## config.mk

```make
export PLATFORM = sky130hd
export DESIGN_NAME = mdio_mgmt_master
export DESIGN_NICKNAME = d
export VERILOG_FILES = /design/src/rtl/mdio_pkg.sv /design/src/rtl/mdio_mdc_gen.sv /design/src/rtl/mdio_frame_shifter.sv /design/src/rtl/mdio_csr.sv /design/src/rtl/mdio_mgmt_master.sv
export SDC_FILE = /design/constraint.sdc
export NUM_CORES = 1
export LEC_CHECK = 0
export ABC_AREA = 1
export BUFFER_PORTS_ARGS = -buffer_cell sky130_fd_sc_hd__buf_2
export CAP_MARGIN = 5
export CORE_MARGIN = 4
export CORE_UTILIZATION = 28
export CTS_BUF_LIST = sky130_fd_sc_hd__clkbuf_8
export CTS_CLUSTER_SIZE = 16
export DETAILED_ROUTE_END_ITERATION = 10
export SYNTH_ARGS = -nofsm -noshare
export SYNTH_HDL_FRONTEND = slang
export SYNTH_HIERARCHICAL = 1
export SYNTH_SLANG_ARGS = --single-unit
export TNS_END_PERCENT = 100
```

## constraint.sdc

```tcl
create_clock -name clk -period 2 [get_ports clk]
set_input_delay 0.3 -clock clk [delete_from_list [all_inputs] [get_ports clk]]
set_output_delay 0.3 -clock clk [all_outputs]
set_load 0.05 [all_outputs]
```

## src/rtl/mdio_pkg.sv

```systemverilog
`timescale 1ns/1ps
// Package: shared constants for the MDIO management master.
// Holds the register word indices and the clause 22 frame field codes,
// and a helper that assembles the 32 bits that follow the preamble.
package mdio_pkg;

    localparam int unsigned REG_IDX_W = 3;
    localparam int unsigned DATA_W    = 16;
    localparam int unsigned FIELD_W   = 5;

    typedef enum logic [REG_IDX_W-1:0] {
        IDX_CFG   = 3'd0,
        IDX_CMD   = 3'd1,
        IDX_ADDR  = 3'd2,
        IDX_WDATA = 3'd3,
        IDX_RSTAT = 3'd4,
        IDX_IND   = 3'd5
    } reg_idx_e;

    localparam logic [1:0] SOF_CODE = 2'b01;
    localparam logic [1:0] OP_READ  = 2'b10;
    localparam logic [1:0] OP_WRITE = 2'b01;
    localparam logic [1:0] TA_WRITE = 2'b10;

    // Builds start, opcode, addresses, turnaround and data (MSB first).
    function automatic logic [31:0] frame_body(
        input logic               rd,
        input logic [FIELD_W-1:0] phy,
        input logic [FIELD_W-1:0] regn,
        input logic [DATA_W-1:0]  data
    );
        return {SOF_CODE, (rd ? OP_READ : OP_WRITE), phy, regn,
                (rd ? 2'b11 : TA_WRITE), (rd ? {DATA_W{1'b1}} : data)};
    endfunction

endpackage

```

## src/rtl/mdio_mdc_gen.sv

```systemverilog
`timescale 1ns/1ps
// Module: mdio_mdc_gen
// Produces MDC from the system clock while 'run' is high. Each half period
// lasts (div + 1) system clocks. The strobes are high in the cycle whose
// closing edge raises or drops MDC, so the frame logic can act on the same edge.
// Assumes: div stays constant during a frame; MDC idles low.
module mdio_mdc_gen #(
    parameter int unsigned DIV_W = 3
) (
    input  logic             clk,
    input  logic             rst_n,
    input  logic             soft_rst,
    input  logic             run,
    input  logic [DIV_W-1:0] div,
    output logic             mdc,
    output logic             rise_stb,
    output logic             fall_stb
);
    logic [DIV_W-1:0] cnt;
    logic             mdc_q;
    logic             hit;

    assign hit      = run && (cnt == div);
    assign rise_stb = hit && !mdc_q;
    assign fall_stb = hit && mdc_q;
    assign mdc      = mdc_q;

    // Half-period counter and MDC toggle; parked low when not running.
    always_ff @(posedge clk) begin
        if (!rst_n || soft_rst || !run) begin
            cnt   <= '0;
            mdc_q <= 1'b0;
        end else if (hit) begin
            cnt   <= '0;
            mdc_q <= ~mdc_q;
        end else begin
            cnt <= cnt + 1'b1;
        end
    end

    // MDC falls back to low once the frame logic stops the clock.
    p_mdc_parks_low_r8: assert property (@(posedge clk) disable iff (!rst_n)
        !run |=> !mdc_q);

    // MDC only moves when the half-period count has expired (or on soft reset).
    p_mdc_moves_on_terminal_r8: assert property (@(posedge clk) disable iff (!rst_n)
        (!$stable(mdc_q) && !$past(soft_rst)) |-> $past(hit));

endmodule

```

## src/rtl/mdio_frame_shifter.sv

```systemverilog
`timescale 1ns/1ps
// Module: mdio_frame_shifter
// Runs one clause 22 frame. At launch it loads the preamble and the frame
// fields into one shift register, moves one bit out per MDC falling edge,
// releases MDIO for the turnaround and data of a read, and shifts in read data
// on MDC rising edges. The completion pulse comes on the falling edge that ends the last bit.
// Assumes: launch requests are qualified by the register block.
module mdio_frame_shifter
    import mdio_pkg::*;
#(
    parameter int unsigned PRE_LEN = 32
) (
    input  logic               clk,
    input  logic               rst_n,
    input  logic               soft_rst,
    input  logic               start_wr,
    input  logic               start_rd,
    input  logic [FIELD_W-1:0] phy,
    input  logic [FIELD_W-1:0] regn,
    input  logic [DATA_W-1:0]  wdata,
    input  logic               rise_stb,
    input  logic               fall_stb,
    input  logic               mdio_in,
    output logic               busy,
    output logic               rd_done,
    output logic [DATA_W-1:0]  rd_data,
    output logic               mdio_out,
    output logic               mdio_oe
);
    localparam int unsigned FRAME_LEN = PRE_LEN + 32;
    localparam int unsigned CNT_W     = $clog2(FRAME_LEN);
    localparam logic [CNT_W-1:0] LAST_IDX = CNT_W'(FRAME_LEN - 1);
    localparam logic [CNT_W-1:0] TA_IDX   = CNT_W'(PRE_LEN + 14);
    localparam logic [CNT_W-1:0] DATA_IDX = CNT_W'(PRE_LEN + 16);

    logic [FRAME_LEN-1:0] shreg;
    logic [CNT_W-1:0]     bit_idx;
    logic                 busy_q;
    logic                 is_rd;
    logic [DATA_W-1:0]    cap;
    logic                 start;
    logic                 at_last;

    assign start    = (start_wr || start_rd) && !busy_q;
    assign at_last  = (bit_idx == LAST_IDX);
    assign busy     = busy_q;
    assign rd_done  = busy_q && is_rd && fall_stb && at_last;
    assign rd_data  = cap;
    assign mdio_out = busy_q & shreg[FRAME_LEN-1];
    assign mdio_oe  = busy_q && !(is_rd && (bit_idx >= TA_IDX));

    // Frame sequencing: load at launch, advance one bit per MDC fall.
    always_ff @(posedge clk) begin
        if (!rst_n || soft_rst) begin
            shreg   <= '0;
            bit_idx <= '0;
            busy_q  <= 1'b0;
            is_rd   <= 1'b0;
        end else if (start) begin
            shreg   <= {{PRE_LEN{1'b1}}, frame_body(start_rd, phy, regn, wdata)};
            bit_idx <= '0;
            busy_q  <= 1'b1;
            is_rd   <= start_rd;
        end else if (busy_q && fall_stb) begin
            if (at_last) begin
                busy_q <= 1'b0;
            end else begin
                shreg   <= {shreg[FRAME_LEN-2:0], 1'b0};
                bit_idx <= bit_idx + 1'b1;
            end
        end
    end

    // Read data capture on MDC rising edges during the data bits.
    always_ff @(posedge clk) begin
        if (!rst_n) begin
            cap <= '0;
        end else if (busy_q && is_rd && rise_stb && (bit_idx >= DATA_IDX)) begin
            cap <= {cap[DATA_W-2:0], mdio_in};
        end
    end

    // an accepted launch makes the frame busy on the next cycle.
    p_launch_sets_busy_r5: assert property (@(posedge clk) disable iff (!rst_n)
        (start && !soft_rst) |=> busy_q);

    // inside a frame the driven bit changes only with an MDC falling edge.
    p_out_moves_on_fall_r3: assert property (@(posedge clk) disable iff (!rst_n)
        (busy_q && $past(busy_q) && !$stable(mdio_out)) |-> $past(fall_stb));

    // MDIO is never driven while a read data bit is being sampled.
    p_released_at_sample_r4: assert property (@(posedge clk) disable iff (!rst_n)
        (busy_q && is_rd && rise_stb && (bit_idx >= DATA_IDX)) |-> !mdio_oe);

endmodule

```

## src/rtl/mdio_csr.sv

```systemverilog
`timescale 1ns/1ps
// Module: mdio_csr
// Register bank and command decode. It holds the divider, the command bit, the
// address fields, the last write data, the read result and the not-valid
// flag. It turns bus writes into launch requests and the soft reset pulse.
// Assumes: busy comes from the frame shifter; reads have no side effects.
module mdio_csr
    import mdio_pkg::*;
#(
    parameter int unsigned DIV_W   = 3,
    parameter int unsigned DIV_RST = 7
) (
    input  logic                 clk,
    input  logic                 rst_n,
    input  logic                 bus_sel,
    input  logic                 bus_wr,
    input  logic [REG_IDX_W-1:0] bus_idx,
    input  logic [31:0]          bus_wdata,
    output logic [31:0]          bus_rdata,
    input  logic                 busy,
    input  logic                 rd_done,
    input  logic [DATA_W-1:0]    rd_data,
    output logic                 soft_rst,
    output logic                 start_wr,
    output logic                 start_rd,
    output logic [FIELD_W-1:0]   phy,
    output logic [FIELD_W-1:0]   regn,
    output logic [DATA_W-1:0]    frame_data,
    output logic [DIV_W-1:0]     div
);
    logic               wr_hit;
    logic [DIV_W-1:0]   div_q;
    logic               cmd_q;
    logic [FIELD_W-1:0] phy_q;
    logic [FIELD_W-1:0] reg_q;
    logic [DATA_W-1:0]  wdat_q;
    logic [DATA_W-1:0]  stat_q;
    logic               nv_q;
    logic               unused_wbits;

    assign wr_hit     = bus_sel && bus_wr;
    assign soft_rst   = wr_hit && (bus_idx == IDX_CFG) && bus_wdata[31];
    assign start_wr   = wr_hit && (bus_idx == IDX_WDATA) && !busy;
    assign start_rd   = wr_hit && (bus_idx == IDX_CMD) && bus_wdata[0] && !cmd_q && !busy;
    assign phy        = phy_q;
    assign regn       = reg_q;
    assign frame_data = bus_wdata[DATA_W-1:0];
    assign div        = div_q;
    assign unused_wbits = ^bus_wdata[30:DATA_W];

    // Divider field: loaded by configuration writes without the reset bit.
    always_ff @(posedge clk) begin
        if (!rst_n) begin
            div_q <= DIV_W'(DIV_RST);
        end else if (wr_hit && (bus_idx == IDX_CFG) && !bus_wdata[31]) begin
            div_q <= bus_wdata[DIV_W-1:0];
        end
    end

    // Command bit: remembered so only a 0-to-1 edge launches a read.
    always_ff @(posedge clk) begin
        if (!rst_n || soft_rst) begin
            cmd_q <= 1'b0;
        end else if (wr_hit && (bus_idx == IDX_CMD)) begin
            cmd_q <= bus_wdata[0];
        end
    end

    // Address fields: PHY address and register number.
    always_ff @(posedge clk) begin
        if (!rst_n) begin
            phy_q <= '0;
            reg_q <= '0;
        end else if (wr_hit && (bus_idx == IDX_ADDR)) begin
            phy_q <= bus_wdata[8 +: FIELD_W];
            reg_q <= bus_wdata[0 +: FIELD_W];
        end
    end

    // Write data: kept only when the write actually launched a frame.
    always_ff @(posedge clk) begin
        if (!rst_n) begin
            wdat_q <= '0;
        end else if (start_wr) begin
            wdat_q <= bus_wdata[DATA_W-1:0];
        end
    end

    // Read result and not-valid flag.
    always_ff @(posedge clk) begin
        if (!rst_n) begin
            stat_q <= '0;
            nv_q   <= 1'b0;
        end else if (soft_rst) begin
            nv_q <= 1'b0;
        end else if (start_rd) begin
            nv_q <= 1'b1;
        end else if (rd_done) begin
            stat_q <= rd_data;
            nv_q   <= 1'b0;
        end
    end

    // Read-back multiplexer; no state changes on reads.
    always_comb begin
        bus_rdata = '0;
        if (bus_sel) begin
            case (bus_idx)
                IDX_CFG:   bus_rdata = 32'(div_q);
                IDX_CMD:   bus_rdata = {31'b0, cmd_q};
                IDX_ADDR:  bus_rdata = {19'b0, phy_q, 3'b0, reg_q};
                IDX_WDATA: bus_rdata = {16'b0, wdat_q};
                IDX_RSTAT: bus_rdata = {16'b0, stat_q};
                IDX_IND:   bus_rdata = {29'b0, nv_q, 1'b0, busy};
                default:   bus_rdata = '0;
            endcase
        end
    end

    // not-valid is only ever seen together with busy.
    p_notvalid_within_busy_r5: assert property (@(posedge clk) disable iff (!rst_n)
        nv_q |-> busy);

    // a data write while busy leaves the stored write data alone.
    p_busy_write_ignored_r7: assert property (@(posedge clk) disable iff (!rst_n)
        (busy && wr_hit && (bus_idx == IDX_WDATA)) |=> $stable(wdat_q));

    // the soft reset leaves no pending read and no command level behind.
    p_soft_reset_clears_r9: assert property (@(posedge clk) disable iff (!rst_n)
        soft_rst |=> (!nv_q && !cmd_q));

endmodule

```

## src/rtl/mdio_mgmt_master.sv

```systemverilog
`timescale 1ns/1ps
// Module: mdio_mgmt_master (top)
// Register-programmed clause 22 MDIO management master. It ties the register
// bank, the MDC generator and the frame shifter together.
// Assumes: one system clock, synchronous active-low reset, and external
// tristate pad logic driven by mdio_out and mdio_oe.
module mdio_mgmt_master
    import mdio_pkg::*;
#(
    parameter int unsigned PRE_LEN = 32,
    parameter int unsigned DIV_W   = 3,
    parameter int unsigned DIV_RST = 7
) (
    input  logic                 clk,
    input  logic                 rst_n,
    input  logic                 bus_sel,
    input  logic                 bus_wr,
    input  logic [REG_IDX_W-1:0] bus_idx,
    input  logic [31:0]          bus_wdata,
    output logic [31:0]          bus_rdata,
    output logic                 mdc,
    output logic                 mdio_out,
    output logic                 mdio_oe,
    input  logic                 mdio_in
);
    logic               soft_rst;
    logic               start_wr;
    logic               start_rd;
    logic [FIELD_W-1:0] phy;
    logic [FIELD_W-1:0] regn;
    logic [DATA_W-1:0]  frame_data;
    logic [DIV_W-1:0]   div;
    logic               busy;
    logic               rd_done;
    logic [DATA_W-1:0]  rd_data;
    logic               rise_stb;
    logic               fall_stb;

    mdio_csr #(
        .DIV_W   (DIV_W),
        .DIV_RST (DIV_RST)
    ) u_csr (
        .clk        (clk),
        .rst_n      (rst_n),
        .bus_sel    (bus_sel),
        .bus_wr     (bus_wr),
        .bus_idx    (bus_idx),
        .bus_wdata  (bus_wdata),
        .bus_rdata  (bus_rdata),
        .busy       (busy),
        .rd_done    (rd_done),
        .rd_data    (rd_data),
        .soft_rst   (soft_rst),
        .start_wr   (start_wr),
        .start_rd   (start_rd),
        .phy        (phy),
        .regn       (regn),
        .frame_data (frame_data),
        .div        (div)
    );

    mdio_mdc_gen #(
        .DIV_W (DIV_W)
    ) u_mdc (
        .clk      (clk),
        .rst_n    (rst_n),
        .soft_rst (soft_rst),
        .run      (busy),
        .div      (div),
        .mdc      (mdc),
        .rise_stb (rise_stb),
        .fall_stb (fall_stb)
    );

    mdio_frame_shifter #(
        .PRE_LEN (PRE_LEN)
    ) u_shift (
        .clk      (clk),
        .rst_n    (rst_n),
        .soft_rst (soft_rst),
        .start_wr (start_wr),
        .start_rd (start_rd),
        .phy      (phy),
        .regn     (regn),
        .wdata    (frame_data),
        .rise_stb (rise_stb),
        .fall_stb (fall_stb),
        .mdio_in  (mdio_in),
        .busy     (busy),
        .rd_done  (rd_done),
        .rd_data  (rd_data),
        .mdio_out (mdio_out),
        .mdio_oe  (mdio_oe)
    );

endmodule

```

**Word level (Yosys, flattened, before mapping)**

Cells that the tools add are included.

- Bits in registers: 139
- Input port bits: 40
- Output and inout port bits: 35
- Logic and storage cells: 89

- Add/subtract/negate cells: 2
- Order comparisons: 2
- Equal/unequal tests: 8
- Multiplexer cells: 13
- Bitwise gates (word level): 6
- Reduce and logical (&&, ||, !) cells: 43

Operators with widths:

| operator | number |
|---|---|
| 64-bit two-way mux | 3 |
| 16-bit case mux with 6 select lines | 1 |
| 32-bit two-way mux | 1 |
| 1-bit logical AND | 23 |
| 16-bit two-way mux | 1 |
| 6-bit greater-or-equal comparator, second input constant | 2 |
| 6-bit by 1-bit adder with 6-bit output, second input constant | 1 |
| 3-bit by 2-bit equality test with 1-bit output, second input constant | 2 |
| 3-bit equality test, second input constant | 2 |
| 6-bit equality test, second input constant | 1 |
| 1-bit zero test | 6 |
| 1-bit two-way mux | 6 |
| 2-bit AND reduction | 3 |
| 2-bit nonzero test | 3 |
| 2-bit OR reduction | 3 |
| 1-bit inverter | 5 |
| 3-bit by 1-bit adder with 3-bit output, second input constant | 1 |
| 3-bit by 1-bit equality test with 1-bit output, second input constant | 1 |
| 3-bit equality test | 1 |
| 3-bit zero test | 1 |
| 1-bit logical OR | 3 |
| 3-bit AND reduction | 1 |
| 2-bit two-way mux | 1 |
| 2-bit by 1-bit inequality test with 1-bit output, second input constant | 1 |
| 1-bit AND | 1 |

**Longest topological paths before layout**

Gate-level depths: netlist of the first run.

- Word-level depth: 9
- Gate-level depth with buffers: 14
- Gate-level depth less buffers: 13

**Cells and area by module**

Netlist of the first run, hierarchy kept.

By module, submodules not included:

| module | instances | cells each | area each (µm²) | seq. area each (µm²) |
|---|---|---|---|---|
| mdio_frame_shifter | 1 | 508 | 3708.6 | 1761.7 |
| mdio_csr | 1 | 377 | 2483.6 | 940.9 |
| mdio_mdc_gen | 1 | 36 | 244.0 | 80.1 |

**Worst setup path after synthesis of the first run**

No wires, ideal clock.

- Kind: input to output
- Start point: in bus_idx[2]
- End point: out bus_rdata[11]
- Arrival time: 1.848 ns
- Required time: 1.700 ns
- Slack: -0.148 ns
- Cell stages on the path: 6
- Buffers on the path: 1
- Cell sequence: inv_1 > nand3_2 > inv_1 > buf_2 > nand2_1 > a31oi_1

- Word-level cells in the longest chain between the ends: 3
- Elaborated cells between the ends (all ways): 8
- Those cells by class: eq/ne: 5; mux: 2; reduce/logical: 1

Ends and longest elaborated chain:

| element | line | RTL |
|---|---|---|
| start, declared | mdio_mgmt_master.sv:18 | `input logic [REG_IDX_W-1:0] bus_idx,` |
| 3-bit equality test, or another cell as far along | mdio_csr.sv:108 | `case (bus_idx)` |
| 16-bit case mux with 6 select lines (*) | mdio_csr.sv:108 |  |
| 32-bit two-way mux (*) | mdio_csr.sv:107 | `if (bus_sel) begin` |
| end, declared | mdio_mgmt_master.sv:20 | `output logic [31:0] bus_rdata,` |

Mark *: on every way between the ends. The rest lies on a longest branch, timed or not.

**Worst setup path after layout of the first run**

- Start point: reg u_shift.busy_q (netlist: u_shift/busy)
- End point: out bus_rdata[0]

- Word-level cells in the longest chain between the ends: 2

Ends and longest elaborated chain:

| element | line | RTL |
|---|---|---|
| start, declared | mdio_frame_shifter.sv:38 | `logic busy_q;` |
| start signal, assigned | mdio_frame_shifter.sv:57 | `busy_q <= 1'b0;` |
| start signal, assigned | mdio_frame_shifter.sv:62 | `busy_q <= 1'b1;` |
| start signal, assigned | mdio_frame_shifter.sv:66 | `busy_q <= 1'b0;` |
| 16-bit case mux with 6 select lines | mdio_csr.sv:108 |  |
| 32-bit two-way mux | mdio_csr.sv:107 |  |

No other way between the ends.

==> results.cfg, run 1 <==
[critical_path]
cp_num_buf_inv = 3
critPathMaxFanout = 6
cp-end-kind = primary output
critPathLaunchType = flip-flop
crit_family = buffers and inverters
path_cells = buf_6 > buf_4 > nand2_1 > nand2_1 > nor3_1 > nor2_1 > buf_4
critical_path.max_stage_delay_ns = 0.33
critPathSlowestCell = dfxtp_2
cp.required_ns = 1.70
cp.arrival_ns = 1.60
path_class = flip-flop to primary output

[detailed_routing]
ant_nets = 0
drtIter0Drc = 397
vias = 5550
wire_per_inst_um = 12.1
totalWireLength_mm = 15.1
via_per_inst = 4.43
drc_errors = 0
first_pass_iters = 5

[timing]
layout_setup_ws_ns = 0.101
fmax_mhz = 527
finalSetupViolations = 0
hold_violations = 0
relSlewSlack = 0.572
rsz0062_at_grt = false
hold-worst-slack_ns = 0.0753
layout_min_cycle_time_ns = 1.90
period_share = 0.950
drv_slew = 0
worst_slew_pin_slew_ns = 0.641
tns_ns = 0
fin_worst_skew_ns = 0.0118

[final_layout]
areaGrowthSynthToFinish_pct = 16.2
final_cell_mix = nor2_1, nand2_1, dfxtp_1
final_area_sq_um = 7480
num-nets-final = 999
drive_gt1_frac = 0.180
mostFrequentLayoutCell = nor2_1
antenna_cells = 0

[clocking]
cts.sinks = 139
cts_buffer_depth = 2
clk_pin_slew_ns = 0.08
cts-buffers-inserted = 17
cts_tree = done
root_buffer = clkbuf_8
hold_buffers = 0
clk_latency_ns = 0.44
htree_levels = 4

[power]
ir_worst_vdd_mv = 0.665
powerDensity_nw_per_um2 = 751
p_total_uw = 5620
cellLeakagePower_uw = 0.00318

[yosys]
syn_inst = 921
synth.top_cells.by_area = dfxtp_1, nor2_1, nand2_1
synth_area_leader_cell = dfxtp_1
synth_top_cell_area_share = 0.432
yosys_warnings = 6
yosysSeqAreaShare = 0.432
synth.avg_cell_area_sq_um = 6.99
netlist_area_sq_um = 6440
ys_types = 32
synth_seq_cells = 139

[floorplanning]
die_w_um = 160
core_sq_um = 22600
pin_count = 75
rows = 55
dieHeight_um = 160
die_area_sq_um = 25500
start_util = 0.284

[flow_run]
drv_cap = 0

[grt]
grt_pass1_wl_mm = 25.1
grt_max_degree = 39
antenna_found_initial = 0
grt_pass1_vias = 5041
grt_overflow = 0
grt_usage = 0.117

[outcome]
status = complete, no violations

[place]
pre_cts_slack_ns = -0.00501
dpl.hpwl_mm = 10.2
place_area_sq_um = 6940
io_buffers = 43
place_congestion = 0.783

[worst_hold_path]
hold_class = input pin to flip-flop
power breakdown:
part / total (uW) / switching [uW] / leakage (uW) / internal, uW
combinational: 376 / 269 / 0.00185 / 108
sequential: 2830 / 22.8 / 0.00112 / 2810
clock: 2410 / 1140 / 0.000207 / 1270
total: 5620 / 1430 / 0.00318 / 4180
cells in the mapped netlist:
| cell type | instances |
|---|---|
| a21oi_1 | 58 |
| a22oi_1 | 1 |
| a31oi_1 | 5 |
| buf_2 | 19 |
| buf_4 | 36 |
| buf_6 | 7 |
| clkbuf_1 | 18 |
| clkinv_1 | 1 |
| conb_1 | 1 |
| dfxtp_1 | 139 |
| ha_1 | 3 |
| inv_1 | 66 |
| inv_2 | 6 |
| nand2_1 | 155 |
| nand2_2 | 6 |
| nand2_4 | 3 |
| nand3_1 | 72 |
| nand3_2 | 2 |
| nand3b_1 | 1 |
| nand4_2 | 1 |
| nor2_1 | 193 |
| nor2_2 | 15 |
| nor2_4 | 2 |
| nor3_1 | 3 |
| nor3_2 | 2 |
| nor3_4 | 2 |
| o21ai_0 | 99 |
| o21ai_2 | 1 |
| o21bai_1 | 1 |
| o22ai_1 | 1 |
| xnor2_1 | 1 |
| xor2_1 | 1 |
cell families (layout without fill, tap and decap cells):
| group | Yosys count | after routing | share of synthesized area |
|---|---|---|---|
| xor gates and xnor gates | 2 | 2 | 0.00272 |
| buffers and inverters | 153 | 186 | 0.122 |
| AOI/OAI and AO/OA | 166 | 166 | 0.132 |
| DFF | 139 | 139 | 0.432 |
| and+or+nand+nor | 457 | 457 | 0.305 |
| adders and majority gates | 3 | 3 | 0.00583 |
| other | 1 | 16 | 0.000583 |
stage by stage:
step	instances	util
finish	1254	0.330
global route	1254	0.330
CTS	1250	0.325
detailed placement	1220	0.307
global placement	1220	0.307
floorplan	936	-
repair_timing:
action / 4_1_cts / 5_1_grt
setup endpoints to repair: 18 / 64
gates cloned: 0 / 2
pin swaps: 3 / 4
buffers inserted: 0 / 2
gates resized for setup: 9 / 15
layout make-up:
cell class	count	area, sq um
timing repair buffer	81	629
inverter	73	274
clock buffer	18	248
sequential	139	2790
fill	2426	15200
multi-input combinational	644	3010
clock inverter	14	170
tap	285	357
registers in the layout (all words and copies together) (netlist names), 3 cells and up:
name             count
u_csr/regn           5
u_csr/wdat_q        16
u_mdc/cnt            3
u_shift/rd_data     16
u_shift/shreg       64
u_csr/stat_q        16
u_csr/phy            5
u_csr/div            3
u_shift/bit_idx      6
worst min-delay path: stages:
cell	delay [ns]
buf_2	0.07
nor2_1	0.03
nor2_1	0.08
final timing paths:
check	from	to	slack, ns	cells past startpoint
min	mdio_in	u_shift/rd_data[0]	0.08	3
max	u_shift/busy	bus_rdata[0]	0.10	7
max reg2reg	u_mdc/cnt[1]	u_csr/stat_q[7]	0.13	14
min reg2reg	u_shift/bit_idx[0]	u_shift/bit_idx[0]	0.46	1
layer usage:
| layer | part of all wire | GRT usage | up-vias |
|---|---|---|---|
| met5 | 0 | 0 | - |
| met2 | 0.46 | 0.185 | 87 |
| met4 | 0.0074 | 0.0308 | 0 |
| met1 | 0.49 | 0.159 | 2507 |
| met3 | 0.042 | 0.0323 | 10 |
| li1 | - | - | 2946 |
Power figures use the tool's default switching activity.
==> run 2, diff against run 1 <==
--- a/config.mk
+++ b/config.mk
@@ -5,7 +5,7 @@
 export SDC_FILE = /design/constraint.sdc
 export NUM_CORES = 1
 export LEC_CHECK = 0
-export ABC_AREA = 1
+export ABC_AREA = 0
 export BUFFER_PORTS_ARGS = -buffer_cell sky130_fd_sc_hd__buf_2
 export CAP_MARGIN = 5
 export CORE_MARGIN = 4
@@ -13,6 +13,7 @@
 export CTS_BUF_LIST = sky130_fd_sc_hd__clkbuf_8
 export CTS_CLUSTER_SIZE = 16
 export DETAILED_ROUTE_END_ITERATION = 10
+export SKIP_LAST_GASP = 1
 export SYNTH_ARGS = -nofsm -noshare
 export SYNTH_HDL_FRONTEND = slang
 export SYNTH_HIERARCHICAL = 1
==> constraint.sdc (replaced) <==
create_clock -name clk -period 2 [get_ports clk]
set_input_delay 0.4 -clock clk [delete_from_list [all_inputs] [get_ports clk]]
set_output_delay 0.4 -clock clk [all_outputs]
set_load 0.05 [all_outputs]
==> run 2 against run 1 <==
The flow now finishes with violations (setup timing). Register-to-register slack worse by 0.05 ns. Clock skew about the same. Combinational power up 9.6%. Via count decreased by 9.5%. Final cell count is 14% lower. Flip-flop and latch count stayed put. Routed wire length decreased by 2.0%. Final area up 3.8%. Clock power hardly changed. First-iteration DRC count down 32%.
==> results.cfg, run 2 <==
[grt]
grt_overflow = 0
grt_max_degree = 81
grt_pass1_wl_mm = 23.3
grt_usage = 0.117
antenna_found_initial = 0
grt_pass1_vias = 4607

[outcome]
violations = setup timing
status = complete, but fails checks

[power]
powerDensity_nw_per_um2 = 729
power.internal_uw = 4230
p_switching_uw = 1430
cellLeakagePower_uw = 0.00286
power_frac_comb = 0.073
seqPwrFrac = 0.501
p_clk_frac = 0.426
p_total_uw = 5660
sw_frac_of_total = 0.252
ir_worst_vdd_mv = 0.408

[critical_path]
critPathSlowestCell = mux4_2
critical_path.max_stage_delay_ns = 0.45
cp_num_buf_inv = 2
cp-end-kind = primary output
cp.arrival_ns = 1.78
path_class = flip-flop to primary output
cp.required_ns = 1.60
crit_family = multiplexers
critPathLaunchType = flip-flop
path_cells = buf_6 > mux4_2 > nand2_1 > o21ai_1 > and2_4 > buf_8
critPathMaxFanout = 2

[timing]
rsz0062_at_grt = true
layout_setup_ws_ns = -0.182
finalSetupViolations = 2
layout_min_cycle_time_ns = 2.18
period_share = 1.09
drv_slew = 0
hold_violations = 0
fin_worst_skew_ns = 0.0121
hold-worst-slack_ns = 0.197
fmax_mhz = 458
tns_ns = -0.282

[floorplanning]
die_w_um = 157
dieHeight_um = 157
rows = 54
die_area_sq_um = 24700
start_util = 0.285
core_sq_um = 21900
pin_count = 75

[yosys]
yosys_warnings = 6
synth_area_leader_cell = dfxtp_1
synthFlopType = dfxtp_1
yosys-top-cells-count = dfxtp_1, nand2_1, nor3_1
yosysSeqAreaShare = 0.446
netlist_area_sq_um = 6240
synth_seq_cells = 139
synth.top_cells.by_area = dfxtp_1, mux2i_1, nand2_1
synth_top_cell_area_share = 0.446
synth-edff-count = 0
async_flop_share = 0
ys_types = 46
synth_most_common_cell = dfxtp_1
syn_inst = 742
synth.avg_cell_area_sq_um = 8.41

[clocking]
root_buffer = clkbuf_8
clk_latency_ns = 0.46
clk_pin_slew_ns = 0.07
htree_levels = 4
cts_tree = done
cts-buffers-inserted = 17
cts.sinks = 139
cts_buffer_depth = 2

[detailed_routing]
wire_per_inst_um = 13.7
via_per_inst = 4.64
ant_nets = 0
totalWireLength_mm = 14.8
drc_errors = 0
vias = 5024
drtIter0Drc = 270
first_pass_iters = 4

[place]
io_buffers = 43
dpl.hpwl_mm = 9.44
place_congestion = 0.770

[final_layout]
num-nets-final = 833
areaGrowthSynthToFinish_pct = 24.4
mostFrequentLayoutCell = dfxtp_1
utilization = 0.354
drive_gt1_frac = 0.234
final_cell_mix = dfxtp_1, nand2_1, nor3_1
antenna_cells = 0
top_register = u_shift/shreg
largest_reg_flops = 64

[worst_hold_path]
hold_class = input pin to flip-flop

[flow_run]
drv_cap = 0
run 2: power groups by stage:
| stage | sequential (uW) | clock, uW | combinational (uW) |
|---|---|---|---|
| 2_1_floorplan | 2890 | 0 | 312 |
| 3_3_place_gp | 2900 | 0 | 397 |
| 3_5_place_dp | 2900 | 0 | 400 |
| 4_1_cts | 2830 | 2470 | 406 |
| 5_1_grt | 2840 | 2580 | 450 |
| 6_report | 2830 | 2410 | 412 |
run 2: layer usage:
metal	vias up	part of all wire	global-route usage
met5	-	0	0
met4	0	0.018	0.0451
met3	18	0.046	0.0316
met2	90	0.47	0.179
met1	2344	0.47	0.157
li1	2572	-	-
run 2: worst register-to-register path: cells and delay by family (launching register included):
family          cells  cell delay (ns)
compound gates      2             0.38
buf+inv             1             0.13
fa+ha+maj           1             0.22
simple gates        2             0.79
flops               1             0.33
run 2: what timing repair did:
item	4_1_cts	5_1_grt
pin swaps	6	13
resized for setup	22	48
gates cloned	0	5
endpoints found under the setup margin	26	102
buffers inserted	4	3
hold buffers	0	0
run 2: path summary, 6_finish.rpt:
kind | from | endpoint | slack, ns | cells after the start
hold reg to reg | u_shift/shreg[16] | u_shift/shreg[16] | 0.45 | 2
setup reg to reg | u_shift/bit_idx[0] | u_shift/bit_idx[5] | 0.08 | 6
setup / recovery | u_csr/div[0] | bus_rdata[0] | -0.18 | 6
hold / removal | mdio_in | u_shift/rd_data[0] | 0.20 | 3
run 2: per-stage QoR:
| stage | worst slack (ns) | instance area, sq um | std cells |
|---|---|---|---|
| after floorplan | -0.0803 | 6400 | 757 |
| after global placement | -0.129 | 6920 | 1040 |
| after detailed placement | -0.139 | 6920 | 1040 |
| after CTS | -0.210 | 7450 | 1075 |
| after global routing | -0.242 | 7760 | 1083 |
| final | -0.182 | 7760 | 1083 |
run 2: logic make-up (layout without fill, tap and decap cells):
kind of cell    Yosys count  after routing  share of synthesized area
compound gates          128            128                      0.120
xor+xnor                  6              6                    0.00843
fa+ha+maj                 3              3                    0.00602
buf+inv                  94            140                     0.0867
flops                   139            139                      0.446
mux                      56             56                     0.0929
other cells               1             16                   0.000601
simple gates            315            315                      0.239
run 2: final cells by class:
| class | count | area (sq um) |
|---|---|---|
| Tap cell | 280 | 350 |
| Sequential cell | 139 | 2790 |
| Timing Repair Buffer | 101 | 998 |
| Clock buffer | 18 | 248 |
| Fill cell | 2258 | 14100 |
| Multi-Input combinational cell | 524 | 3180 |
| Inverter | 7 | 26.3 |
| Clock inverter | 14 | 169 |
==> run 3, diff against run 2 <==
--- a/config.mk
+++ b/config.mk
@@ -13,6 +13,7 @@
 export CTS_BUF_LIST = sky130_fd_sc_hd__clkbuf_8
 export CTS_CLUSTER_SIZE = 16
 export DETAILED_ROUTE_END_ITERATION = 10
+export RECOVER_POWER = 100
 export SKIP_LAST_GASP = 1
 export SYNTH_ARGS = -nofsm -noshare
 export SYNTH_HDL_FRONTEND = slang
==> run 3 against run 2 <==
The flow still finishes with violations (setup timing). Sequential share of layout area about the same. Critical path type unchanged. Critical endpoint unchanged. Fmax grew 0.32%. Critical path depth is the same.
==> results.cfg, run 3 (synthesis results as in run 2) <==
[detailed_routing]
totalWireLength_mm = 14.8
first_pass_iters = 5
wire_per_inst_um = 13.7
vias = 4985
via_per_inst = 4.60
drtIter0Drc = 268
ant_nets = 0
drc_errors = 0

[worst_hold_path]
whs_path_depth = 3
worstHoldStart = mdio_in
hold_class = input pin to flip-flop
hold_end = u_shift/rd_data[0]

[final_layout]
seq_area_sq_um = 2790
antenna_cells = 0
areaGrowthSynthToFinish_pct = 24.4
final_cells = 1083
mostFrequentLayoutCell = dfxtp_1
drive_gt1_frac = 0.233
multiInputGateArea_sq_um = 3180
fill_cells = 2257
num-nets-final = 833
final_cell_mix = dfxtp_1, nand2_1, nor3_1
top_register = u_shift/shreg
largest_reg_flops = 64

[clocking]
cts-buffers-inserted = 17
clk_latency_ns = 0.46
htree_levels = 4
cts_buffer_depth = 2
cts_tree = done
root_buffer = clkbuf_8
clk_pin_slew_ns = 0.07
cts.sinks = 139

[place]
dp.cells = 1040
dpl.hpwl_mm = 9.44
io_buffers = 43
place_congestion = 0.770

[timing]
relSlewSlack = 0.526
fmax_mhz = 460
layout_min_cycle_time_ns = 2.18
hold_violations = 0
tns_ns = -0.263
fin_worst_skew_ns = 0.0161
rsz0062_at_grt = true
finalSetupViolations = 2
worst_slew_pin_slew_ns = 0.711
period_share = 1.09
layout_setup_ws_ns = -0.176
drv_slew = 0

[power]
powerDensity_nw_per_um2 = 729
sw_frac_of_total = 0.251
ir_worst_vdd_mv = 0.399
cellLeakagePower_uw = 0.00286
p_clk_frac = 0.425
seqPwrFrac = 0.502
power.internal_uw = 4230
p_switching_uw = 1420
power_frac_comb = 0.073

[floorplanning]
dieHeight_um = 157
die_w_um = 157
pin_count = 75
die_area_sq_um = 24700
rows = 54
start_util = 0.285
core_sq_um = 21900

[outcome]
status = complete, but fails checks
violations = setup timing

[critical_path]
cp.required_ns = 1.60
r2r_cells = 6
path_class = flip-flop to primary output
r2r_slack_ns = 0.08
critPathSlowestCell = mux4_2
path_cells = buf_6 > mux4_2 > nand2_1 > o21ai_1 > and2_4 > buf_8
rr_startpoint = u_shift/bit_idx[0]
worstReg2RegEnd = u_shift/bit_idx[5]
critPathMaxFanout = 2
cp.arrival_ns = 1.78
cp-end-kind = primary output
critical_path.max_stage_delay_ns = 0.45
critPathLaunchType = flip-flop

[grt]
grt_pass1_wl_mm = 23.3
antenna_found_initial = 0
grt_pass1_vias = 4607
grt_max_degree = 81
grt_usage = 0.117
grt_overflow = 0

[flow_run]
drv_cap = 0
## run 3: changes by cell type in the layout (fill, tap and decap cells not counted)
cell and delta:
clkbuf_1 +1, buf_4 -1
## run 3: timing repair
action                                  CTS  global route
buffers inserted                          4             3
pin swaps                                 6            13
hold buffers                              0             0
endpoints found under the setup margin   26           102
resized for setup                        22            48
gates cloned                              0             5
## run 3: stage by stage
stage               setup WS [ns]  hold WS [ns]  total power, uW   util  instance area [sq um]
detailed placement         -0.139         0.443             3300  0.316                   6920
CTS                        -0.210         0.167             5710  0.340                   7450
global placement           -0.129         0.439             3290  0.316                   6920
finish                     -0.176         0.206             5650  0.354                   7760
floorplan                 -0.0803         0.428             3200      -                   6400
global route               -0.242         0.196             5870  0.354                   7760
## run 3: per-layer routing
metal / track usage / routed length (um) / vias up
met5: 0 / 0 / -
met4: 0.0451 / 173 / 0
met3: 0.0316 / 596 / 9
met2: 0.179 / 6970 / 82
met1: 0.157 / 7110 / 2320
li1: - / - / 2574
## run 3: worst max-delay path by stage
stage,from,to,slack (ns),cells past startpoint
after floorplan,bus_idx[0],bus_rdata[10],-0.08,6
after global placement,bus_idx[2],u_shift/shreg[14],-0.13,8
after detailed placement,bus_idx[2],u_shift/shreg[30],-0.14,8
after CTS,u_csr/div[0],bus_rdata[0],-0.21,6
after global routing,u_csr/div[0],bus_rdata[0],-0.24,6
final,u_csr/div[0],bus_rdata[0],-0.18,6
## run 3: power by group through the flow
| stage | logic, uW | clock network, uW | registers, uW |
|---|---|---|---|
| after global routing | 450 | 2580 | 2840 |
| after floorplan | 312 | 0 | 2890 |
| after global placement | 397 | 0 | 2900 |
| after detailed placement | 400 | 0 | 2900 |
| final | 412 | 2400 | 2830 |
| after CTS | 406 | 2470 | 2830 |
## run 3: layout make-up
cell class	count	share of cell area
multi-input cells	524	0.410
flip-flops and latches	139	0.360
repair buffers	101	0.128
well taps	280	0.0452
clock buffers	18	0.0319
clock inverters	14	0.0218
inverters	7	0.00339
## run 3: worst max-delay path: cells and delay by family, from the launching register on
family	cells	cell delay, ns
muxes	1	0.45
AOI/OAI and AO/OA	1	0.06
buffers and inverters	2	0.25
and+or+nand+nor	2	0.24
DFF	1	0.32
